## config.mk

```make
export PLATFORM = sky130hd
export DESIGN_NAME = intx_agg
export DESIGN_NICKNAME = d
export VERILOG_FILES = /design/src/rtl/intx_line_map.sv /design/src/rtl/intx_line_set.sv /design/src/rtl/intx_agg.sv
export SDC_FILE = /design/constraint.sdc
export NUM_CORES = 2
export LEC_CHECK = 0
export BUFFER_PORTS_ARGS = -buffer_cell sky130_fd_sc_hd__buf_2
export CORE_UTILIZATION = 30
export CTS_CLUSTER_SIZE = 14
export DETAILED_ROUTE_END_ITERATION = 16
export PLACE_DENSITY_LB_ADDON = 0.15
export SYNTH_ARGS = -nofsm -noshare
export SYNTH_HDL_FRONTEND = slang
export SYNTH_SLANG_ARGS = --single-unit
```

## constraint.sdc

```tcl
create_clock -name clk_i -period 4.4 [get_ports clk_i]
set_input_delay 0.22 -clock clk_i [delete_from_list [all_inputs] [get_ports clk_i]]
set_output_delay 0.22 -clock clk_i [all_outputs]
set_load 0.02 [all_outputs]
```

## src/rtl/intx_line_map.sv

```systemverilog
module intx_line_map #(
  parameter int NUM_LINES = 4,
  parameter int KEY_W     = 8,
  parameter int DEV_LSB   = 3,
  localparam int LINE_W   = $clog2(NUM_LINES)
) (
  input  logic              upstream_mode_i,
  input  logic [LINE_W-1:0] pin_i,
  input  logic [KEY_W-1:0]  key_i,
  output logic [LINE_W-1:0] line_o
);
  logic [KEY_W-DEV_LSB-1:0] dev;
  logic [LINE_W-1:0]        rot;

  assign dev = key_i[KEY_W-1:DEV_LSB];
  // power-of-two line count: mod is truncation
  assign rot = dev[LINE_W-1:0] + pin_i;
  assign line_o = upstream_mode_i ? rot : pin_i;
endmodule

```

## src/rtl/intx_line_set.sv

```systemverilog
module intx_line_set #(
  parameter int KEY_W  = 8,
  localparam int SET_W = 1 << KEY_W
) (
  input  logic             clk_i,
  input  logic             rst_ni,
  input  logic             hit_i,
  input  logic             deassert_i,
  input  logic [KEY_W-1:0] key_i,
  output logic             fwd_o,
  output logic             pend_o,
  output logic             held_o
);
  logic [SET_W-1:0] set_q, set_d, key_bit, set_clr;
  logic             pend_q, pend_d, clr_empty;

  assign key_bit   = SET_W'(1) << key_i;
  assign set_clr   = set_q & ~key_bit;
  assign clr_empty = (set_clr == '0);

  // forward decision for a message aimed at this line
  assign fwd_o = deassert_i ? (pend_q && clr_empty) : !pend_q;

  always_comb begin
    set_d  = set_q;
    pend_d = pend_q;
    if (hit_i) begin
      if (deassert_i) begin
        set_d = set_clr;
        if (clr_empty) pend_d = 1'b0;
      end else begin
        set_d  = set_q | key_bit;
        pend_d = 1'b1;
      end
    end
  end

  always_ff @(posedge clk_i or negedge rst_ni) begin
    if (!rst_ni) begin
      set_q  <= '0;
      pend_q <= 1'b0;
    end else begin
      set_q  <= set_d;
      pend_q <= pend_d;
    end
  end

  assign pend_o = pend_q;
  assign held_o = |set_q;
endmodule

```

## src/rtl/intx_agg.sv

```systemverilog
module intx_agg #(
  parameter int NUM_LINES = 4,
  parameter int KEY_W     = 8,
  parameter int DEV_LSB   = 3,
  parameter int REQ_W     = 16,
  localparam int LINE_W   = $clog2(NUM_LINES)
) (
  input  logic              clk_i,
  input  logic              rst_ni,
  input  logic              upstream_mode_i,
  input  logic              in_valid_i,
  output logic              in_ready_o,
  input  logic              in_deassert_i,
  input  logic [LINE_W-1:0] in_pin_i,
  input  logic [REQ_W-1:0]  in_req_id_i,
  output logic              cpl_o,
  output logic              out_valid_o,
  input  logic              out_ready_i,
  output logic              out_deassert_o,
  output logic [LINE_W-1:0] out_line_o
);
  logic [KEY_W-1:0]     key;
  logic [LINE_W-1:0]    line;
  logic                 accept, fwd;
  logic [NUM_LINES-1:0] fwd_vec, pend_vec, held_vec;

  logic              out_valid_q, out_deassert_q, cpl_q;
  logic [LINE_W-1:0] out_line_q;

  assign key    = in_req_id_i[KEY_W-1:0];
  assign accept = in_valid_i && in_ready_o;

  intx_line_map #(
    .NUM_LINES(NUM_LINES), .KEY_W(KEY_W), .DEV_LSB(DEV_LSB)
  ) u_map (
    .upstream_mode_i(upstream_mode_i),
    .pin_i          (in_pin_i),
    .key_i          (key),
    .line_o         (line)
  );

  for (genvar g = 0; g < NUM_LINES; g++) begin : g_line
    intx_line_set #(.KEY_W(KEY_W)) u_set (
      .clk_i     (clk_i),
      .rst_ni    (rst_ni),
      .hit_i     (accept && (line == LINE_W'(g))),
      .deassert_i(in_deassert_i),
      .key_i     (key),
      .fwd_o     (fwd_vec[g]),
      .pend_o    (pend_vec[g]),
      .held_o    (held_vec[g])
    );
  end

  assign fwd = fwd_vec[line];

  always_ff @(posedge clk_i or negedge rst_ni) begin
    if (!rst_ni) begin
      out_valid_q    <= 1'b0;
      out_deassert_q <= 1'b0;
      out_line_q     <= '0;
      cpl_q          <= 1'b0;
    end else begin
      cpl_q <= accept && !fwd;
      if (accept && fwd) begin
        out_valid_q    <= 1'b1;
        out_deassert_q <= in_deassert_i;
        out_line_q     <= line;
      end else if (out_ready_i) begin
        out_valid_q <= 1'b0;
      end
    end
  end

  // one forwarded message outstanding at a time
  assign in_ready_o     = !out_valid_q;
  assign cpl_o          = cpl_q;
  assign out_valid_o    = out_valid_q;
  assign out_deassert_o = out_deassert_q;
  assign out_line_o     = out_line_q;
endmodule

```

Word level (Yosys, flattened, before mapping)
Index checks and enable logic that the tools add are counted. W data, S select, Z words.

Bits of input ports: 24. Logic and storage cells: 79. RAM bits: 0. Latch bits: 0. Output and inout port bits: 6. Register bits after elaboration: 1033. ROM bits: 0. Memories kept: 0.

Multiply operators: 0. Magnitude comparators: 1. Div/mod/pow operators: 0. Add/sub/neg operators: 1. Multiplexer cells: 21. Eq/ne operators: 7. Bitwise operators: 9. Shifts and indexed selects: 1. Reductions and logical operators: 27.

Operators by type and width (number): $and A256 B256 Y256 (4); $logic_not A256 Y1 (4); $mux W256 (4); $or A256 B256 Y256 (4); $not A256 Y256 (1); $shl A1 B8 Y256 const A (1); $mux W1 (15); $logic_and A1 B1 Y1 (11); $ne A2 B1 Y1 const B (4); $reduce_and A2 Y1 (4); $logic_not A1 Y1 (6); $eq A2 B2 Y1 const B (2); $lt A2 B3 Y1 const B (1); $add A2 B2 Y2 (1); $bmux W1 S2 (1); $eq A2 B1 Y1 const B (1); $logic_not A2 Y1 (1); $mux W2 (1); $reduce_bool A2 Y1 (1).

Depth between registers and ports, before layout
Word-level depth: 10. Mapped depth: 16. Gate-level depth less buffers: 10.

Cells and area by module
From an unflattened synthesis, not the netlist that was laid out.

Cells, all modules: 6261. Area, all modules: 57706.6 sq um.

Modules (own cells, without submodules): intx_line_set (area an instance 14341.3 sq um, sequential area each 6431.2 sq um, instances 4, cells each 1558); intx_agg (area an instance 296.5 sq um, sequential area each 125.1 sq um, instances 1, cells each 24); intx_line_map (area an instance 45.0 sq um, sequential area each 0.0 sq um, instances 1, cells each 5).

Worst setup path after synthesis
OpenSTA, ideal clock, no wires.

Kind: input port to flip-flop. Start: in in_req_id_i[1]. End: reg out_line_q[1], in the netlist out_line_o[1]. Path slack: 0.942 ns. Setup time: 0.128 ns. Arrival time: 3.330 ns. Stages on the path: 13. Path buffers: 3. Required time: 4.272 ns. Path through: buf_6 > buf_6 > or4b_4 > buf_6 > o21ai_1 > nand4_1 > or4_1 > or4_1 > nor4_2 > nand4_1 > o2111ai_2 > nand4_4 > mux2_1.

Longest elaborated chain between the ends: 9. Elaborated cells on any way between the ends: 21. Those cells by class: shift: 1; mux: 6; bitwise: 5; reduce/logical: 9.

RTL lines: from (decl) (line intx_agg.sv:15) `input logic [REQ_W-1:0] in_req_id_i,`; $shl A1 B8 Y256 (*) (line intx_line_set.sv:17) `assign key_bit = SET_W'(1) << key_i;`; $not A256 Y256 (*) (line intx_line_set.sv:18) `assign set_clr = set_q & ~key_bit;`; $and A256 B256 Y256 (line intx_line_set.sv:18); $logic_not A256 Y1 (line intx_line_set.sv:19) `assign clr_empty = (set_clr == '0);`; $logic_and A1 B1 Y1 (line intx_line_set.sv:22) `assign fwd_o = deassert_i ? (pend_q && clr_empty) : !pend_q;`; $mux W1 (line intx_line_set.sv:22); $bmux W1 S2 (*) (line intx_agg.sv:55) `assign fwd = fwd_vec[line];`; $mux W1 (implied by the code) (*) (line intx_agg.sv:55); $logic_and A1 B1 Y1 (*) (line intx_agg.sv:65) `if (accept && fwd) begin`; to (signal assigned) (line intx_agg.sv:68) `out_line_q <= line;`; to (decl) (line intx_agg.sv:28) `logic [LINE_W-1:0] out_line_q;`.

Every way passes the cells marked *; elsewhere a longest branch is shown, timed or not. The select of a mux whose other input is x is not followed. A chain may end at the register's enable or synchronous reset.

Worst setup path after layout
Start: in in_req_id_i[0]. End: reg out_line_q[1], in the netlist out_line_o[1].

The elaborated chain is that of the path after synthesis.

==> results.toml <==
[logic_synthesis]
synth.mux.area_fraction = 0.00124
yosysTopAreaCell = "dfrtp_1"
syn-num-nets = 5210
ys_warn_count = 0
synth_cell_types = 71
yosys.area_share.xor_xnor = 0.000522
ys_ff_latch = 1033
synth_fa_ha_area_frac = 0.000249
ys.flop_type = "dfrtp_1"
synth.top_cell.area_share = 0.514
synth_edf_count = 0
synthTopCellsByArea = "dfrtp_1 51%, o21ai_0 16%, o31ai_1 15%"
synth_top_family_by_area = "compound AO/OA/AOI/OAI gates"
synth-compound-area-share = 0.351
synthArstFlopShare = 1.00
synth.cell_area_sq_um = 50300
avgSynthCellArea_sq_um = 9.70
synth-simple-area-share = 0.0833
postSynthCellCount = 5185
yosysSeqAreaShare = 0.514

[timing]
timing.hold.ws_ps = 21.7
fmax_ghz = 0.229
final-hold-violation-count = 0
worst_slew_pin_slew_ps = 1180
setup_violations = 0
fin_ws_ps = 29.4
slew_violations = 0
slew-limit-headroom = 0.213
min_period_ps = 4370
skew_ps = 20.6
rsz0062_at_grt = "no"
period_share = 0.993

[clock_network]
cts_tree = "done"
post_cts_buffers = 0
clockBufferDepth = 3
clkLatencyLatePin_ps = 770
ctsRootBufferMaster = "clkbuf_16"
htree_levels = 3
clkSinkCount = 1033
cts.clk_slew.worst_paths_ps = 60
numCtsBuffers = 119

[layout]
fin_cells = 7725
final_common_cell = "o21ai_0"
final_area_sq_um = 61300
regArea_sq_um = 25800
multi_input_area_sq_um = 22100
area_growth_syn_to_layout_pct = 21.9
drive_gt1_frac = 0.177
fillers = 16700
final_cell_mix = "1,563 x o21ai_0, 1,033 x dfrtp_1, 1,024 x o31ai_1"
final_nets = 5456

[routing]
remaining_drc_errors = 0
dr.first_iter.drc_count = 6567
post_drt_wl_per_cell_microns = 34.0
routed_wirelength_mm = 263
drtAntennaViolNets = 0
vias = 48000
first_pass_iters = 7
viasPerCell = 6.21

[power]
ir_worst_vdd_mv = 0.341
power_density_nw_per_um2 = 391
total_power_w = 0.0240
leakage_nw = 25.0

[grt]
grt_overflow = 0
grt_max_degree = 191
antenna_found_initial = 21
grt_pass1_vias = 44300
top_usage_layer = "met2"
grt_use_total = 0.305
grt_pass1_wl_mm = 365
grtUsageMet2 = 0.444
use_met3 = 0.0583
groute.layer.met1.usage = 0.411

[critical_path]
rrSetupSlack_ps = 550
path_cells = "buf_2 -> buf_4 -> buf_4 -> and4b_1 -> nand2_1 -> buf_4 -> a22o_1 -> nor3_1 -> buf_4 -> nand4_1 -> nor4_2 -> buf_4 -> nand4_1 -> a21oi_2 -> nand4_4 -> mux2_1"
path_class = "in2reg"
start_kind = "input pin"
worstPathRequired_ps = 5050
crit_path_frequent_cell = "buf_4"
worstPathMaxFanout = 19
r2r_end = "out_line_o[1]"
arrival_ps = 5020
cp_slowest_cell = "nor4_2"
slowest_delay_ps = 680
reg2reg_depth = 11
end_kind = "flip-flop"

[floorplanning]
fp.dieArea_sq_um = 169000
die_height_microns = 411
die_w_microns = 411
core_sq_um = 166000
start_util = 0.304
pin_count = 30
placementRows = 149

[flow_run]
drv_cap = 0

[min_path]
hp-class = "in2async"

[placed_design]
place_worst_setup_slack_ps = -953
port_buffers = 21
placed_area_sq_um = 56900
gp_congestion = 1.02
dp_cells = 7490
place_hpwl_mm = 188

[outcome]
status = "finished clean"
## cells by family after synthesis
logic type / count (synthesis)
buffers and inverters: 606
adders and majority gates: 1
muxes: 5
and+or+nand+nor: 676
xor gates and xnor gates: 3
AOI/OAI and AO/OA: 2861
DFF: 1033
## cell type report
class / count / area share
sequential: 1033 / 0.422
clock inverter: 51 / 0.0131
inverter: 3 / 0.000184
clock buffer: 168 / 0.0565
tap: 2189 / 0.0447
timing repair buffer: 728 / 0.103
multi-input combinational: 3546 / 0.361
antenna: 7 / 0.000286
## stage by stage
stage          TNS (ps)   util
6_report              0  0.370
5_1_grt               0  0.370
4_1_cts               0  0.370
3_5_place_dp      -5270  0.343
3_3_place_gp      -5210  0.343
2_1_floorplan         0      -
## worst max-delay path by stage
stage | startpoint | end | slack, ps
after floorplan | in_req_id_i[1] | out_line_o[1] | 940
after global placement | in_req_id_i[3] | out_line_o[1] | -930
after detailed placement | in_req_id_i[3] | out_line_o[1] | -950
after CTS | in_req_id_i[5] | out_line_o[1] | 40
after global routing | in_req_id_i[5] | out_line_o[1] | 30
final | in_req_id_i[0] | out_line_o[1] | 30
## report_power, final
group	switching [W]	internal [W]	leakage [nW]	total, W
clock network	0.00442	0.00663	2.09	0.0110
logic	0.00224	0.000867	8.58	0.00311
registers	0.000137	0.00969	14.4	0.00983
## worst max-delay path: cells and delay by family
kind | cells | cell delay [ps]
muxes | 1 | 330
and+or+nand+nor | 7 | 2310
buffers and inverters | 6 | 1560
AOI/OAI and AO/OA | 2 | 560
## cell usage after synthesis (16+ instances only)
cell	count
clkbuf_1	506
nand4bb_1	21
and4_1	23
nand4_1	161
nor3_1	22
dfrtp_1	1033
buf_2	59
a22oi_1	135
nand2_1	223
a221oi_1	16
o31ai_1	1024
o21ai_0	1565
nor4_1	30
a22o_1	62
or4_1	18
nand4b_1	18
nand3_1	62
## per-layer routing
layer / share of wire / routed length (microns)
met2: 0.42 / 111000
met3: 0.081 / 21300
met4: 0.080 / 21000
met1: 0.41 / 109000
met5: 0.00037 / 96
## what timing repair did
item,in CTS,in global routing
hold buffers,9,0
gates resized for setup,3,3
setup endpoints to repair,3,3
hold endpoints to repair,311,0
Note: power is estimated with default switching activity, not from simulation.
